--- src/rtl/itimer14_pkg.sv ---
// Shared encodings for the interval timer.
// Assumes: the selector and command fields are 2 bits wide.
package itimer14_pkg;

    typedef enum logic [1:0] {
        WAVE_SQ_ONCE = 2'b00,
        WAVE_SQ_LOOP = 2'b01,
        WAVE_PL_ONCE = 2'b10,
        WAVE_PL_LOOP = 2'b11
    } wave_sel_e;

    typedef enum logic [1:0] {
        TCMD_NONE     = 2'b00,
        TCMD_HALT     = 2'b01,
        TCMD_HALT_TC  = 2'b10,
        TCMD_GO       = 2'b11
    } tmr_cmd_e;

    function automatic logic sel_is_square(input wave_sel_e s);
        return (s == WAVE_SQ_ONCE) || (s == WAVE_SQ_LOOP);
    endfunction

    function automatic logic sel_is_once(input wave_sel_e s);
        return (s == WAVE_SQ_ONCE) || (s == WAVE_PL_ONCE);
    endfunction

endpackage

--- src/rtl/itimer14_loadregs.sv ---
// Host-writable byte registers holding the next start value and selector.
// Assumes: CNT_W lies between 9 and 14. The high byte carries count bits
// in its low part and the selector in bits 7:6. Bits in between are dropped.
module itimer14_loadregs
    import itimer14_pkg::*;
#(
    parameter int CNT_W = 14
) (
    input  logic             clk,
    input  logic             rst_n,
    input  logic             wr_lo,
    input  logic             wr_hi,
    input  logic [7:0]       wr_data,
    output logic [CNT_W-1:0] next_count,
    output wave_sel_e        next_sel
);
    localparam int HI_W = CNT_W - 8;

    logic [7:0]      lo_q;
    logic [HI_W-1:0] hi_cnt_q;
    logic [1:0]      sel_q;

    // Capture each byte on its own strobe.
    always_ff @(posedge clk) begin
        if (!rst_n) begin
            lo_q     <= '0;
            hi_cnt_q <= '0;
            sel_q    <= '0;
        end else begin
            if (wr_lo) lo_q <= wr_data;
            if (wr_hi) begin
                hi_cnt_q <= wr_data[HI_W-1:0];
                sel_q    <= wr_data[7:6];
            end
        end
    end

    // Present the assembled value to the control logic.
    always_comb begin
        next_count = {hi_cnt_q, lo_q};
        next_sel   = wave_sel_e'(sel_q);
    end
endmodule

--- src/rtl/itimer14_ctrl.sv ---
// Run control: decodes host commands, latches the period and selector on
// a legal start, and decides when the timer returns to idle.
// Assumes: the command strobe lasts one cycle. A stop-now command wins
// over a tick in the same cycle.
module itimer14_ctrl
    import itimer14_pkg::*;
#(
    parameter int CNT_W = 14
) (
    input  logic             clk,
    input  logic             rst_n,
    input  logic             cmd_valid,
    input  logic [1:0]       cmd,
    input  logic             cnt_tick,
    input  logic [CNT_W-1:0] next_count,
    input  wave_sel_e        next_sel,
    input  logic             tc_evt,
    output logic             running,
    output logic             load,
    output logic             advance,
    output logic [CNT_W-1:0] period,
    output wave_sel_e        sel
);
    localparam logic [CNT_W-1:0] MIN_N = CNT_W'(2);

    logic     halt_now;
    logic     halt_tc_req;
    logic     stop_pend;
    logic     end_at_tc;
    tmr_cmd_e cmd_e;

    // Decode the command strobe and form the per-cycle controls.
    always_comb begin
        cmd_e       = tmr_cmd_e'(cmd);
        halt_now    = cmd_valid && (cmd_e == TCMD_HALT);
        halt_tc_req = cmd_valid && (cmd_e == TCMD_HALT_TC) && running;
        load        = cmd_valid && (cmd_e == TCMD_GO) && !running
                      && (next_count >= MIN_N);
        advance     = running && cnt_tick && !halt_now;
        end_at_tc   = tc_evt && (sel_is_once(sel) || stop_pend);
    end

    // Run state and pending-stop bit.
    always_ff @(posedge clk) begin
        if (!rst_n) begin
            running   <= 1'b0;
            stop_pend <= 1'b0;
        end else if (load) begin
            running   <= 1'b1;
            stop_pend <= 1'b0;
        end else if (halt_now || end_at_tc) begin
            running   <= 1'b0;
            stop_pend <= 1'b0;
        end else if (halt_tc_req) begin
            stop_pend <= 1'b1;
        end
    end

    // Latch period and selector only on a legal start.
    always_ff @(posedge clk) begin
        if (!rst_n) begin
            period <= '0;
            sel    <= WAVE_SQ_ONCE;
        end else if (load) begin
            period <= next_count;
            sel    <= next_sel;
        end
    end

    a_r3_short_count_idle: assert property (@(posedge clk) disable iff (!rst_n)
        (cmd_valid && cmd == 2'b11 && !running && next_count < MIN_N) |=> !running);

    a_r9_halt_now: assert property (@(posedge clk) disable iff (!rst_n)
        (cmd_valid && cmd == 2'b01) |=> !running);

    a_r5_once_ends: assert property (@(posedge clk) disable iff (!rst_n)
        (tc_evt && sel_is_once(sel)) |=> !running);

    a_r12_period_held: assert property (@(posedge clk) disable iff (!rst_n)
        (running && $past(running)) |-> ($stable(period) && $stable(sel)));

    a_r6_loop_continues: assert property (@(posedge clk) disable iff (!rst_n)
        (tc_evt && !sel_is_once(sel) && !stop_pend && !halt_now) |=> running);
endmodule

--- src/rtl/itimer14_counter.sv ---
// Binary down-counter: loads the period on start, steps on each advance,
// and reloads at terminal count (value 1 stepping away).
// Assumes: advance is only raised while the timer runs.
module itimer14_counter #(
    parameter int CNT_W = 14
) (
    input  logic             clk,
    input  logic             rst_n,
    input  logic             load,
    input  logic             advance,
    input  logic             running,
    input  logic [CNT_W-1:0] period,
    input  logic [CNT_W-1:0] next_count,
    output logic [CNT_W-1:0] cnt,
    output logic             tc_evt
);
    localparam logic [CNT_W-1:0] ONE = CNT_W'(1);

    // Terminal count is the tick that leaves value 1.
    always_comb tc_evt = advance && (cnt == ONE);

    // Count register: load, reload or decrement.
    always_ff @(posedge clk) begin
        if (!rst_n)       cnt <= '0;
        else if (load)    cnt <= next_count;
        else if (tc_evt)  cnt <= period;
        else if (advance) cnt <= cnt - ONE;
    end

    a_r2_cnt_in_range: assert property (@(posedge clk) disable iff (!rst_n)
        running |-> (cnt != '0 && cnt <= period));

    a_r2_steps_down: assert property (@(posedge clk) disable iff (!rst_n)
        (advance && !tc_evt) |=> (cnt == $past(cnt) - ONE));
endmodule

--- src/rtl/itimer14_wave.sv ---
// Output shaper: square wave (high while the count is above half the
// period) or a one-tick low pulse while the count sits at 1.
// Assumes: the output rests high when the timer is idle.
module itimer14_wave
    import itimer14_pkg::*;
#(
    parameter int CNT_W = 14
) (
    input  logic             running,
    input  wave_sel_e        sel,
    input  logic [CNT_W-1:0] cnt,
    input  logic [CNT_W-1:0] period,
    output logic             wave
);
    logic [CNT_W-1:0] half;

    // Choose the output level from the count phase.
    always_comb begin
        half = period >> 1;
        if (!running)               wave = 1'b1;
        else if (sel_is_square(sel)) wave = (cnt > half);
        else                         wave = (cnt != CNT_W'(1));
    end
endmodule

--- src/rtl/itimer14.sv ---
// Top level of the 14-bit interval timer. It ties together the load
// registers, run control, down-counter and output shaper, and holds the
// terminal-count flag.
// Assumes: cnt_tick is already synchronous to clk.
module itimer14
    import itimer14_pkg::*;
#(
    parameter int CNT_W = 14
) (
    input  logic       clk,
    input  logic       rst_n,
    input  logic       wr_lo,
    input  logic       wr_hi,
    input  logic [7:0] wr_data,
    input  logic       cmd_valid,
    input  logic [1:0] cmd,
    input  logic       cnt_tick,
    input  logic       tc_read,
    output logic       tmr_out,
    output logic       tc_flag,
    output logic       busy
);
    logic [CNT_W-1:0] next_count;
    wave_sel_e        next_sel;
    logic             running;
    logic             load;
    logic             advance;
    logic [CNT_W-1:0] period;
    wave_sel_e        sel;
    logic [CNT_W-1:0] cnt;
    logic             tc_evt;

    itimer14_loadregs #(.CNT_W(CNT_W)) u_regs (
        .clk(clk), .rst_n(rst_n), .wr_lo(wr_lo), .wr_hi(wr_hi),
        .wr_data(wr_data), .next_count(next_count), .next_sel(next_sel)
    );

    itimer14_ctrl #(.CNT_W(CNT_W)) u_ctrl (
        .clk(clk), .rst_n(rst_n), .cmd_valid(cmd_valid), .cmd(cmd),
        .cnt_tick(cnt_tick), .next_count(next_count), .next_sel(next_sel),
        .tc_evt(tc_evt), .running(running), .load(load), .advance(advance),
        .period(period), .sel(sel)
    );

    itimer14_counter #(.CNT_W(CNT_W)) u_cnt (
        .clk(clk), .rst_n(rst_n), .load(load), .advance(advance),
        .running(running), .period(period), .next_count(next_count),
        .cnt(cnt), .tc_evt(tc_evt)
    );

    itimer14_wave #(.CNT_W(CNT_W)) u_wave (
        .running(running), .sel(sel), .cnt(cnt), .period(period),
        .wave(tmr_out)
    );

    // Terminal-count flag: a new expiry wins over a host read.
    always_ff @(posedge clk) begin
        if (!rst_n)       tc_flag <= 1'b0;
        else if (tc_evt)  tc_flag <= 1'b1;
        else if (tc_read) tc_flag <= 1'b0;
    end

    always_comb busy = running;

    a_r11_flag_on_tc: assert property (@(posedge clk) disable iff (!rst_n)
        tc_evt |=> tc_flag);

    a_r11_read_clears: assert property (@(posedge clk) disable iff (!rst_n)
        (tc_read && !tc_evt) |=> !tc_flag);

    a_r13_idle_tick_inert: assert property (@(posedge clk) disable iff (!rst_n)
        (!running && !(cmd_valid && cmd == 2'b11)) |=> (!busy && tmr_out));
endmodule

--- config.mk ---
export PLATFORM = sky130hd
export DESIGN_NAME = itimer14
export DESIGN_NICKNAME = d
export VERILOG_FILES = /design/src/rtl/itimer14_pkg.sv /design/src/rtl/itimer14_loadregs.sv /design/src/rtl/itimer14_ctrl.sv /design/src/rtl/itimer14_counter.sv /design/src/rtl/itimer14_wave.sv /design/src/rtl/itimer14.sv
export SDC_FILE = /design/constraint.sdc
export NUM_CORES = 1
export LEC_CHECK = 0
export ABC_AREA = 0
export BUFFER_PORTS_ARGS = -buffer_cell sky130_fd_sc_hd__buf_2
export CORE_MARGIN = 2
export CORE_UTILIZATION = 50
export CTS_BUF_LIST = sky130_fd_sc_hd__clkbuf_8
export DETAILED_ROUTE_END_ITERATION = 10
export HOLD_SLACK_MARGIN = 0.03
export PLACE_DENSITY = 0.71
export SLEW_MARGIN = 10
export SYNTH_ARGS = -nofsm -noshare
export SYNTH_HDL_FRONTEND = slang
export SYNTH_HIERARCHICAL = 1
export SYNTH_SLANG_ARGS = --single-unit
--- constraint.sdc ---
create_clock -name clk -period 1.99 [get_ports clk]
set_input_delay 0.2985 -clock clk [delete_from_list [all_inputs] [get_ports clk]]
set_output_delay 0.2985 -clock clk [all_outputs]
set_load 0.02 [all_outputs]
After elaboration in Yosys (flattened, before gate mapping)
Cells that the tools add are included.

operators by class
  add/sub/neg operators = 1
  $lt $le $gt $ge = 2
  equal/unequal tests = 7
  mux-type cells = 9
  bitwise gates (word level) = 1
  reductions and logical operators = 21

operators by type and width
  operator               number
  $mux 14                3
  $eq 14x1->1 const B    1
  $ge 14x2->1 const B    1
  $gt 14x13->1           1
  $ne 14x1->1 const B    1
  $sub 14x1->14 const B  1
  $logic_and 1x1->1      10
  $eq 2x2->1 const B     3
  $mux 1                 6
  $eq 2x1->1 const B     2
  $logic_or 1x1->1       4
  $reduce_bool 2->1      2
  $reduce_bool 3->1      1
  $reduce_or 3->1        1
  $logic_not 1->1        2
  $logic_not 2->1        1
  $not 1->1              1

storage, ports and cells
  register bits after elaboration = 49
  output and inout bits = 3
  logic and storage cells = 50

Logic depth before layout (Yosys ltp)
Gate-level depths: netlist of the first run.

  word-level depth = 9
  mapped depth = 9

Modules after synthesis
The synthesis of the first run kept the hierarchy.

by module, submodules not included
  module             times used  cells each  area an instance (µm²)
  itimer14_counter   1           140         1,059.8
  itimer14_ctrl      1           88          787.0
  itimer14_loadregs  1           51          608.1
  itimer14_wave      1           49          389.1
  itimer14           1           3           41.3

Worst setup path before layout of the first run
No wires, ideal clock.

  kind = reg2reg
  from = register u_ctrl.running
  to = register u_cnt.cnt[12]
  arrival time = 2.039 ns
  required time = 1.867 ns
  path slack = -0.172 ns
  stages on the path, launching flop included = 9
  buffers on the path = 3
  period minus slack after synthesis = 2.162 ns
  cell sequence = dfxtp_1 -> nand4b_2 -> nor2_4 -> buf_6 -> clkbuf_1 -> buf_1 -> o21ai_0 -> a21oi_1 -> o21ai_0

on the way
  elaborated cells on any way between the ends = 9
  classes of those cells = mux: 2; reduce/logical: 7

RTL lines
  item                                                                  line                    RTL
  start, declared                                                       itimer14_ctrl.sv:18     output logic running,
  start signal, assigned                                                itimer14_ctrl.sv:46     running <= 1'b0;
  start signal, assigned                                                itimer14_ctrl.sv:49     running <= 1'b1;
  start signal, assigned                                                itimer14_ctrl.sv:52     running <= 1'b0;
  $logic_not 1->1 (*)                                                   n/a
  $logic_and 1x1->1 (*)                                                 itimer14_ctrl.sv:37     load = cmd_valid && (cmd_e == TCMD_GO) && !running
  $logic_and 1x1->1 (*)                                                 itimer14_ctrl.sv:38     && (next_count >= MIN_N);
  named net load                                                        itimer14.sv:26          logic load;
  $reduce_bool 3->1 (no source line) / $mux 14 (equally long branches)  n/a
  end signal, assigned                                                  itimer14_counter.sv:25  else if (load) cnt <= next_count;
  end signal, assigned                                                  itimer14_counter.sv:26  else if (tc_evt) cnt <= period;
  end signal, assigned                                                  itimer14_counter.sv:27  else if (advance) cnt <= cnt - ONE;
  end, declared                                                         itimer14_counter.sv:14  output logic [CNT_W-1:0] cnt,

The timed path passes the listed nets; every way through them passes the cells marked *.
A chain may end at the register's enable or synchronous reset.

Worst setup path in the final report of the first run
  from = register u_ctrl.period[13]
  to = output tmr_out

on the way
  cells in the longest elaborated chain, start to end = 3

ends and longest elaborated chain
  item                    line                 RTL
  start, declared         itimer14_ctrl.sv:21  output logic [CNT_W-1:0] period,
  start signal, assigned  itimer14_ctrl.sv:65  period <= next_count;
  $gt 14x13->1            itimer14_wave.sv:21  else if (sel_is_square(sel)) wave = (cnt > half);
  $mux 1                  itimer14_wave.sv:21
  $mux 1                  itimer14_wave.sv:20  if (!running) wave = 1'b1;
  end, declared           itimer14.sv:19       output logic tmr_out,

No other way between the ends.

==> results.md, run 1 <==
- Antenna viol nets, final: 0
- Avg WL per Cell: between 15 and 20 um
- 1st-iter DRT viols: 200
- Post-route DRC: 0
- Run status: finished, violations left
- Die span in x: 80.0 um
- Tot GR Track Use: 26.4%
- Initial antenna violation count: 0
- Via count: 2716
- Drt total wl: 7880 um
- Worst slew pin tran: 0.535 ns
- Dominant cells by area after synthesis: dfxtp_1 (34%), mux2i_1 (10%), ha_1 (6.5%)
- Startpoint Class: flip-flop
- CP Max Fanout: 2
- Failing checks: setup timing
- Sw frac: 28.6%
- Layout cell share with drive strength beyond 1: 27.5%
- Fillers: 472
- Crit path kind: reg2out
- Synth cell types: 54
- Leading area contributor after synthesis: dfxtp_1
- PwrDens: approximately 670 mW/mm^2
- Worst setup margin: -0.264 ns
- Area Growth Syn to Fin: 22.2%
- Synth Area per Inst: ~8.7 um^2
- Seq pwr share: 45.0%
- Maximum clock path buffer count: 2
- Total chip power: 2.36 mW
- Top Metal Used: met4
- TNS Setup: -0.264 ns
- Number of synthesized flops with an enable pin: 0
- Die H: 80.0 um
- Hold Path Class: in2reg
- Unrepaired setup endpoints after global routing: true
- Hold slack: about 0.27 ns
- Synth Register Bits: 49
- Pre-CTS WS: -0.0570 ns
- Slew Viols, Final: 0
- Cell area after layout: 0.00352 mm^2
- Critical Path AT: 1.96 ns
- RD Place Congestion: 0.967
- Clk pin slew, worst setup/hold paths: 0.09 ns
- # diodes: 0
- Initial core utilization: 52.1%
- Placed wire-length estimate: 5680 um
- Final-report setup violation count: 1
- GRT overflow: 0
- Combinational fraction of design power: 23.0%
- Static Leak: between 1 and 1.5 nW
- Max Fclk: roughly 0.44 GHz
- Placed Instances: approximately 450
- Synth Flop Type: dfxtp_1
- Max H-tree Level: 2
- Placed cell areas: 0.00326 mm^2
- Hold-fix buffers, CTS: 0
- TritonCTS clock tree: built
- Final min period: 2.25 ns
- Syn Nets: 363
- Power Internal: approximately 1.7 mW
- Max-cap viol count: 0
- Yosys top cell area share: 34.0%
- Die Area: 0.00639 mm^2
- Crit share post-route: 113%
- Cell Area, Synth: 0.00289 mm^2
- PortBufs: 19
- IO Count: 20
- Non-Filler Instances: 461
- # rows: 27
- Num CTS Buffers: 5
- M1 wire length: 3460 um
- Hold Violations, Final: 0
- Sw power: around 670 uW
- Sink Count: 49
- Nets@finish: 420
- Worst skew pair latency: 0.30 ns
- Root Driver: clkbuf_8
- Core ar.: between 0.005 and 0.006 mm^2
- Peak supply drop: 428 uV
- Synth warnings: 6
- Fraction of registers with async set/reset: 0%
- Skew final: 0.00500 ns
- Util after Layout: 63.6%
- Gate Count Post-Synth: 331
- Routed vias/inst: 5.89
- Largest net degree at the start of global routing: 44
- Crit path required time: 1.69 ns
- Worst slew margin: 64.3%
- Post-synthesis sequential area ratio: between 30% and 40%
- Routed met2 length: 3800 um
- Clock share of power: about 32%
- Vias in the first global route: approximately 2600
- Drt pass-1 iters: 5
- First-pass GRT wire length: ~13000 um
- Element type at the critical path end: primary output
- Met3 Wirelength: 441 um
==> path summary, 6_finish.rpt <==
path | startpoint | to | slack [ns] | cells past startpoint
min | wr_data[7] | u_regs/next_sel[1] | 0.27 | 3
max reg2reg | u_regs/lo_q[1] | u_cnt/cnt[11] | 0.11 | 7
min reg2reg | u_ctrl/period[0] | u_ctrl/period[0] | 0.47 | 2
max | u_ctrl/period[13] | tmr_out | -0.26 | 7
==> cell usage in the layout, fill, tap and decap left out, types with 3 or more instances in the layout <==
| master | instances |
|---|---|
| ha_4 | 4 |
| nor4_2 | 4 |
| nor2_1 | 10 |
| ha_1 | 11 |
| dfxtp_1 | 39 |
| nor4_1 | 5 |
| nor3_1 | 7 |
| buf_4 | 44 |
| xnor2_1 | 3 |
| inv_1 | 18 |
| mux2i_1 | 30 |
| nand2_1 | 40 |
| nor2b_1 | 18 |
| nand4_1 | 3 |
| a21o_1 | 3 |
| nor3b_1 | 11 |
| nand3_1 | 6 |
| xor2_1 | 3 |
| o21ai_0 | 19 |
| o22ai_1 | 11 |
| a21boi_0 | 3 |
| a21oi_1 | 18 |
| clkbuf_8 | 6 |
| dfxtp_2 | 10 |
| buf_2 | 18 |
| o21ai_1 | 3 |
==> power by group through the flow <==
stage               Sequential, mW  Clock (mW)  Combinational (mW)
floorplan                     1.08           0               0.321
global placement              1.08           0               0.493
detailed placement            1.08           0               0.499
CTS                           1.06       0.766               0.525
global route                  1.07       0.806               0.588
finish                        1.06       0.754               0.542
==> cell usage after synthesis, drive strengths merged (7+ instances only) <==
| library cell | instances |
|---|---|
| clkbuf | 7 |
| dfxtp | 49 |
| o22ai | 11 |
| nor2b | 19 |
| nor2 | 11 |
| nor3 | 9 |
| o21ai | 22 |
| a21oi | 19 |
| inv | 20 |
| nand2 | 40 |
| mux2i | 30 |
| nor4 | 9 |
| nor3b | 11 |
| ha | 15 |
==> area by class of cell <==
| class | count | area, um^2 | area share [%] |
|---|---|---|---|
| clock buffers | 6 | 82.6 | 2.34 |
| multi-input cells | 249 | 1810 | 51.5 |
| flip-flops and latches | 49 | 993 | 28.2 |
| clock inverters | 2 | 37.5 | 1.06 |
| well taps | 72 | 90.1 | 2.56 |
| repair buffers | 63 | 432 | 12.2 |
| inverters | 20 | 75.1 | 2.13 |
==> flip-flops by register name, indices dropped and copies added, names as in the netlist <==
register          cells
tc_flag               1
u_cnt/cnt            14
u_ctrl/period        14
u_ctrl/running        1
u_ctrl/sel            2
u_ctrl/stop_pend      1
u_regs/hi_cnt_q       6
u_regs/lo_q           8
u_regs/next_sel       2
==> timing repair <==
action	in CTS	in global routing
resized for setup	17	8
pin swaps	11	0
buffers inserted	5	0
endpoints found under the setup margin	1	10
==> critical path, cell delays in order (launching register included) <==
cell and delay (ns):
dfxtp_2 0.35, inv_1 0.07, ha_4 0.27, and4b_1 0.20
nand4_1 0.17, o31ai_2 0.38, a21oi_2 0.05, buf_4 0.16
==> routing by layer <==
layer / track usage (%) / up-vias
met5: 0 / -
met4: 10.5 / 0
met3: 3.62 / 15
met2: 43.1 / 108
met1: 35.1 / 1293
li1: - / 1300
==> cell families after synthesis <==
kind of cell    Yosys count  synth area share [%]
flops                    49                  34.0
compound gates           74                  16.0
mux                      30                  10.4
buf+inv                  33                  6.07
fa+ha+maj                15                  6.50
simple gates            124                  25.2
xor+xnor                  6                  1.82
(Power assumes the default switching activity.)
==> inputs of run 2 (changes only) <==
--- a/config.mk
+++ b/config.mk
@@ -13,6 +13,7 @@
 export DETAILED_ROUTE_END_ITERATION = 10
 export HOLD_SLACK_MARGIN = 0.03
 export PLACE_DENSITY = 0.71
+export SETUP_SLACK_MARGIN = 0.05
 export SLEW_MARGIN = 10
 export SYNTH_ARGS = -nofsm -noshare
 export SYNTH_HDL_FRONTEND = slang
==> run 2 against run 1 <==
Effect of this change: the flow still finishes with violations (setup timing); clock skew rose by 0.00083 ns; count of clock-buffer cells in the layout unchanged; sequential share of layout area shrank 0.070 points; register-to-register slack worse by 0.09 ns; combinational power grew 0.7%; clock power about the same; first-iteration DRC count grew 13%; fmax is 0.59% higher; critical endpoint unchanged; largest power group unchanged.
==> results.md, run 2 (synthesis results as in run 1) <==
- Core ar.: 0.00554 mm^2 (unchanged)
- Max Fclk: 0.446 GHz (+0.59%)
- Failing checks: setup timing
- Drt total wl: 7950 um (+0.86%)
- GRT overflow: 0 (unchanged)
- Max H-tree Level: 2 (unchanged)
- Total chip power: 2.36 mW (+0.28%)
- Die H: 80.0 um (unchanged)
- Largest net degree at the start of global routing: 44 (unchanged)
- Post-route DRC: 0 (unchanged)
- Run status: finished, violations left
- Unrepaired setup endpoints after global routing: true
- Critical Path AT: 1.94 ns (-0.02 ns)
- Crit path kind: reg2out
- Crit path required time: 1.69 ns (about the same)
- Storage cell area: 993 um^2 (unchanged)
- Startpoint Class: flip-flop
- Placed Instances: 448 (unchanged)
- Fillers: 470 (-0.42%)
- Worst skew pair latency: 0.30 ns (about the same)
- Regs by FF count: u_cnt/cnt: 14 flops, u_ctrl/period: 14 flops, u_regs/lo_q: 8 flops
- Sink Count: 49 (unchanged)
- IO Count: 20 (unchanged)
- Element type at the critical path end: primary output
- 1st-iter DRT viols: 226 (+13%)
- Non-Filler Instances: 461 (unchanged)
- CP Max Fanout: 2 (unchanged)
- Hold-fix buffers, CTS: 0 (unchanged)
- Layout cell share with drive strength beyond 1: 28.0% (+0.51 points)
- Root Driver: clkbuf_8
- Peak supply drop: 431 uV (+0.72%)
- Max-cap viol count: 0 (unchanged)
- Placed wire-length estimate: 5680 um (unchanged)
- Area Growth Syn to Fin: 22.5%
- Antenna viol nets, final: 0 (unchanged)
- Multi-input gate area: 0.00182 mm^2 (+0.48%)
- Final min period: 2.24 ns (-0.0133 ns)
- PortBufs: 19 (unchanged)
- Static Leak: 1.49 nW (+0.14%)
- Pre-CTS WS: -0.0570 ns (unchanged)
- First-pass GRT wire length: 13000 um (unchanged)
- Slew Viols, Final: 0 (unchanged)
- Skew final: 0.00583 ns (+0.000829 ns)
- Worst slew margin: 65.0% (+0.72 points)
- Tot GR Track Use: 26.4% (unchanged)
- Die Area: 0.00639 mm^2 (unchanged)
- Drt pass-1 iters: 5 (unchanged)
- Nets@finish: 420 (unchanged)
- TritonCTS clock tree: built
- PwrDens: 669 mW/mm^2 (about the same)
- Routed vias/inst: 5.95 (+0.92%)
- Initial antenna violation count: 0 (unchanged)
- Most common cell after layout, fill and taps aside: buf_4
- Crit share post-route: 113% (-0.67 points)
- Most frequent cells in the layout: buf_4 (44), nand2_1 (40), dfxtp_1 (39)
- Final-report setup violation count: 1 (unchanged)
- # rows: 27 (unchanged)
- Avg WL per Cell: 17.2 um (+0.86%)
- Worst setup margin: -0.251 ns (+0.0133 ns)
- Clk pin slew, worst setup/hold paths: 0.09 ns (about the same)
- # diodes: 0 (unchanged)
- Hold Violations, Final: 0 (unchanged)
- RD Place Congestion: 0.967 (unchanged)
- Die span in x: 80.0 um (unchanged)
- Via count: 2741 (+0.92%)
- Maximum clock path buffer count: 2 (unchanged)
- Num CTS Buffers: 5 (unchanged)
- Worst slew pin tran: 0.524 ns (-0.0108 ns)
- Vias in the first global route: 2632 (unchanged)
- Initial core utilization: 52.1% (unchanged)
- Hold Path Class: in2reg
-- run 2: cell counts in the layout (fill, tap and decap cells not counted) --
Identical to the previous run, type by type.
-- run 2: final cells by class --
cell class,count,share of cell area [%]
inverters,20,2.12
well taps,72,2.55
multi-input cells,249,51.6
repair buffers,63,12.2
flip-flops and latches,49,28.1
clock inverters,2,1.06
clock buffers,6,2.34
-- run 2: path summary, 6_finish.rpt --
path                           from          endpoint  slack [ns]  depth (start not counted)
setup / recovery  u_ctrl/period[13]           tmr_out       -0.25                          7
hold / removal           wr_data[7]    u_regs/lo_q[7]        0.27                          3
setup reg to reg     u_regs/lo_q[1]     u_cnt/cnt[12]        0.02                          8
hold reg to reg    u_ctrl/period[0]  u_ctrl/period[0]        0.47                          2
-- run 2: metal layers --
metal / track usage [%] / part of all wire [%]
met4: 10.5 / 2.9
met2: 43.1 / 48
met3: 3.62 / 5.9
met5: 0 / 0
met1: 35.1 / 43
-- run 2: power by group --
| group | internal (mW) | switching [mW] | total [mW] |
|---|---|---|---|
| registers | 1.02 | 0.0406 | 1.06 |
| logic | 0.255 | 0.291 | 0.546 |
| clock network | 0.409 | 0.347 | 0.756 |
-- run 2: through the flow --
| stage | hold WS, ns | area (um^2) | utilization [%] | setup TNS (ns) |
|---|---|---|---|---|
| after global placement | 0.446 | 3260 | 58.9 | -0.0914 |
| final | 0.272 | 3530 | 63.8 | -0.251 |
| after global routing | 0.268 | 3530 | 63.8 | -0.328 |
| after floorplan | 0.416 | 2890 | - | 0 |
| after CTS | 0.267 | 3490 | 63.1 | -0.220 |
| after detailed placement | 0.454 | 3260 | 58.9 | -0.0570 |
-- run 2: worst max-delay path, cell delays in order, from the launching register on --
cell,delay [ns]
dfxtp_2,0.35
inv_1,0.07
ha_4,0.27
and4b_1,0.20
nand4_1,0.17
o31ai_2,0.37
a21oi_2,0.05
buf_4,0.16
-- run 2: what timing repair did --
| item | 4_1_cts | 5_1_grt |
|---|---|---|
| pin swaps | 11 | 0 |
| buffers inserted | 5 | 0 |
| setup endpoints to repair | 1 | 15 |
| gates resized for setup | 17 | 10 |
==> inputs of run 3 (changes only) <==
--- a/config.mk
+++ b/config.mk
@@ -8,11 +8,11 @@
 export ABC_AREA = 0
 export BUFFER_PORTS_ARGS = -buffer_cell sky130_fd_sc_hd__buf_2
 export CORE_MARGIN = 2
-export CORE_UTILIZATION = 50
+export CORE_UTILIZATION = 56
 export CTS_BUF_LIST = sky130_fd_sc_hd__clkbuf_8
 export DETAILED_ROUTE_END_ITERATION = 10
 export HOLD_SLACK_MARGIN = 0.03
-export PLACE_DENSITY = 0.71
+export PLACE_DENSITY = 0.78
 export SETUP_SLACK_MARGIN = 0.05
 export SLEW_MARGIN = 10
 export SYNTH_ARGS = -nofsm -noshare
==> run 3 against run 2 <==
Effect of this change: the flow still finishes with violations (setup timing); final area down 0.89%; first-iteration DRC count grew 5.3%; critical path depth is the same; largest cell class unchanged.
==> results.md, run 3 (synthesis results as in run 1) <==
- Drt total wl: 7920 um (-0.43%)
- Crit share post-route: 116% (+3.0 points)
- RR Startpoint: u_regs/lo_q[1]
- Initial antenna violation count: 0 (unchanged)
- Final min period: 2.30 ns (+0.0600 ns)
- Worst slew pin tran: 0.464 ns (-0.0599 ns)
- Slew Viols, Final: 0 (unchanged)
- Hold Path Class: in2reg
- Hold path start: wr_data[4]
- Largest net degree at the start of global routing: 36 (-18%)
- # rows: 26 (-3.7%)
- Routed vias/inst: 6.14 (+3.3%)
- Crit. Startpoint: u_ctrl/period[13]
- Worst slew margin: 69.0% (+4.0 points)
- Unrepaired setup endpoints after global routing: true
- Post-route DRC: 0 (unchanged)
- Met2 global-route usage: 45.9% (+2.8 points)
- Most common cell after layout, fill and taps aside: dfxtp_1
- Peak supply drop: 511 uV (+19%)
- Hold Violations, Final: 0 (unchanged)
- Max-cap viol count: 0 (unchanged)
- IO Count: 20 (unchanged)
- Max Fclk: 0.435 GHz (-2.6%)
- Run status: finished, violations left
- # diodes: 0 (unchanged)
- Avg WL per Cell: 17.5 um (+1.6%)
- Die span in x: 75.8 um (-5.2%)
- Regs by FF count: u_cnt/cnt: 14 flops, u_ctrl/period: 14 flops, u_regs/lo_q: 8 flops
- Die H: 75.8 um (-5.2%)
- Final-report setup violation count: 1 (unchanged)
- Area Growth Syn to Fin: 21.4%
- Static Leak: 1.46 nW (-1.7%)
- Skew final: 0.00678 ns (+0.000948 ns)
- Clk pin slew, worst setup/hold paths: 0.08 ns (about the same)
- Worst skew pair latency: 0.30 ns (about the same)
- Startpoint Class: flip-flop
- GRT met3 Usage: 5.42% (+1.8 points)
- PortBufs: 19 (unchanged)
- Crit path required time: 1.69 ns (about the same)
- Nets@finish: 414 (-1.4%)
- Met1 Use GR: 36.2% (+1.1 points)
- Layout cell share with drive strength beyond 1: 27.5% (-0.53 points)
- Most frequent cells in the layout: dfxtp_1 (41), nand2_1 (39), buf_4 (38)
- Die Area: 0.00574 mm^2 (-10%)
- Root Driver: clkbuf_8
- Placed wire-length estimate: 5450 um (-4.0%)
- Crit path kind: reg2out
- Worst setup margin: -0.311 ns (-0.0600 ns)
- Fillers: 391 (-17%)
- Num CTS Buffers: 5 (unchanged)
- TNS Setup: -0.311 ns (-0.0600 ns)
- 1st-iter DRT viols: 238 (+5.3%)
- Core ar.: 0.00504 mm^2 (-9.0%)
- Failing checks: setup timing
- Initial core utilization: 57.2% (+5.1 points)
- Tot GR Track Use: 28.8% (+2.4 points)
- RD Place Congestion: 1.09 (+13%)
- Drt pass-1 iters: 6 (+1)
- PwrDens: 660 mW/mm^2 (-1.2%)
- Element type at the critical path end: primary output
- CP Max Fanout: 2 (unchanged)
- Antenna viol nets, final: 0 (unchanged)
- Total chip power: 2.31 mW (-2.1%)
- GRT busiest layer: met2
- GRT overflow: 0 (unchanged)
- Hold-fix buffers, CTS: 0 (unchanged)
- First-pass GRT wire length: 12400 um (-5.0%)
- Sink Count: 49 (unchanged)
- TritonCTS clock tree: built
- Critical Path AT: 2.00 ns (+0.06 ns)
- Max H-tree Level: 2 (unchanged)
- Vias in the first global route: 2531 (-3.8%)
- Maximum clock path buffer count: 2 (unchanged)
- Via count: 2776 (+1.3%)
## run 3: cell types whose count changed in the layout (fill, tap and decap cells not counted), moves of 2 or more
cell     change
buf_4        -6
dfxtp_1      +2
dfxtp_2      -2
inv_1        -2
inv_2        +2
## run 3: layout make-up
class | count | area (um^2) | area share [%]
clock buffers | 5 | 68.8 | 1.96
clock inverters | 2 | 35.0 | 1.00
well taps | 70 | 87.6 | 2.50
multi-input cells | 249 | 1850 | 52.8
flip-flops and latches | 49 | 991 | 28.3
inverters | 20 | 75.1 | 2.14
repair buffers | 57 | 395 | 11.3
## run 3: where the power goes
| group | switching [mW] | internal, mW |
|---|---|---|
| logic | 0.293 | 0.255 |
| registers | 0.0459 | 1.02 |
| clock network | 0.334 | 0.366 |
## run 3: metal layers
metal | wire [um] | part of all wire [%] | vias to the layer above
met2 | 3690 | 47 | 140
met3 | 589 | 7.4 | 46
met5 | 0 | 0 | -
li1 | - | - | 1293
met1 | 3170 | 40 | 1297
met4 | 465 | 5.9 | 0
## run 3: final timing paths
path	depth (start not counted)	slack, ns	endpoint
max	7	-0.31	tmr_out
min reg2reg	2	0.46	u_ctrl/sel[1]
min	3	0.27	u_regs/hi_cnt_q[4]
max reg2reg	8	0.12	u_cnt/cnt[12]
## run 3: what timing repair did
item	4_1_cts	5_1_grt
setup buffers	5	1
setup endpoints to repair	4	11
gates cloned	0	0
resized for setup	15	15
pin swaps	10	6
hold endpoints to repair	0	0
## run 3: critical path, stage by stage (launching register included)
cell     delay (ns)
dfxtp_2        0.35
inv_1          0.06
ha_4           0.27
and4b_1        0.25
nand4_1        0.19
o31ai_2        0.37
a21oi_2        0.05
buf_4          0.16
## run 3: per-stage QoR
step           area, um^2  std cells  util (%)  hold slack (ns)  worst slack (ns)
2_1_floorplan        2890        331         -            0.416            0.0537
3_3_place_gp         3220        439      63.9            0.444           -0.0842
3_5_place_dp         3220        439      63.9            0.451            -0.113
4_1_cts              3430        451      68.0            0.268            -0.253
5_1_grt              3500        452      69.5            0.287            -0.333
6_report             3500        452      69.5            0.273            -0.311
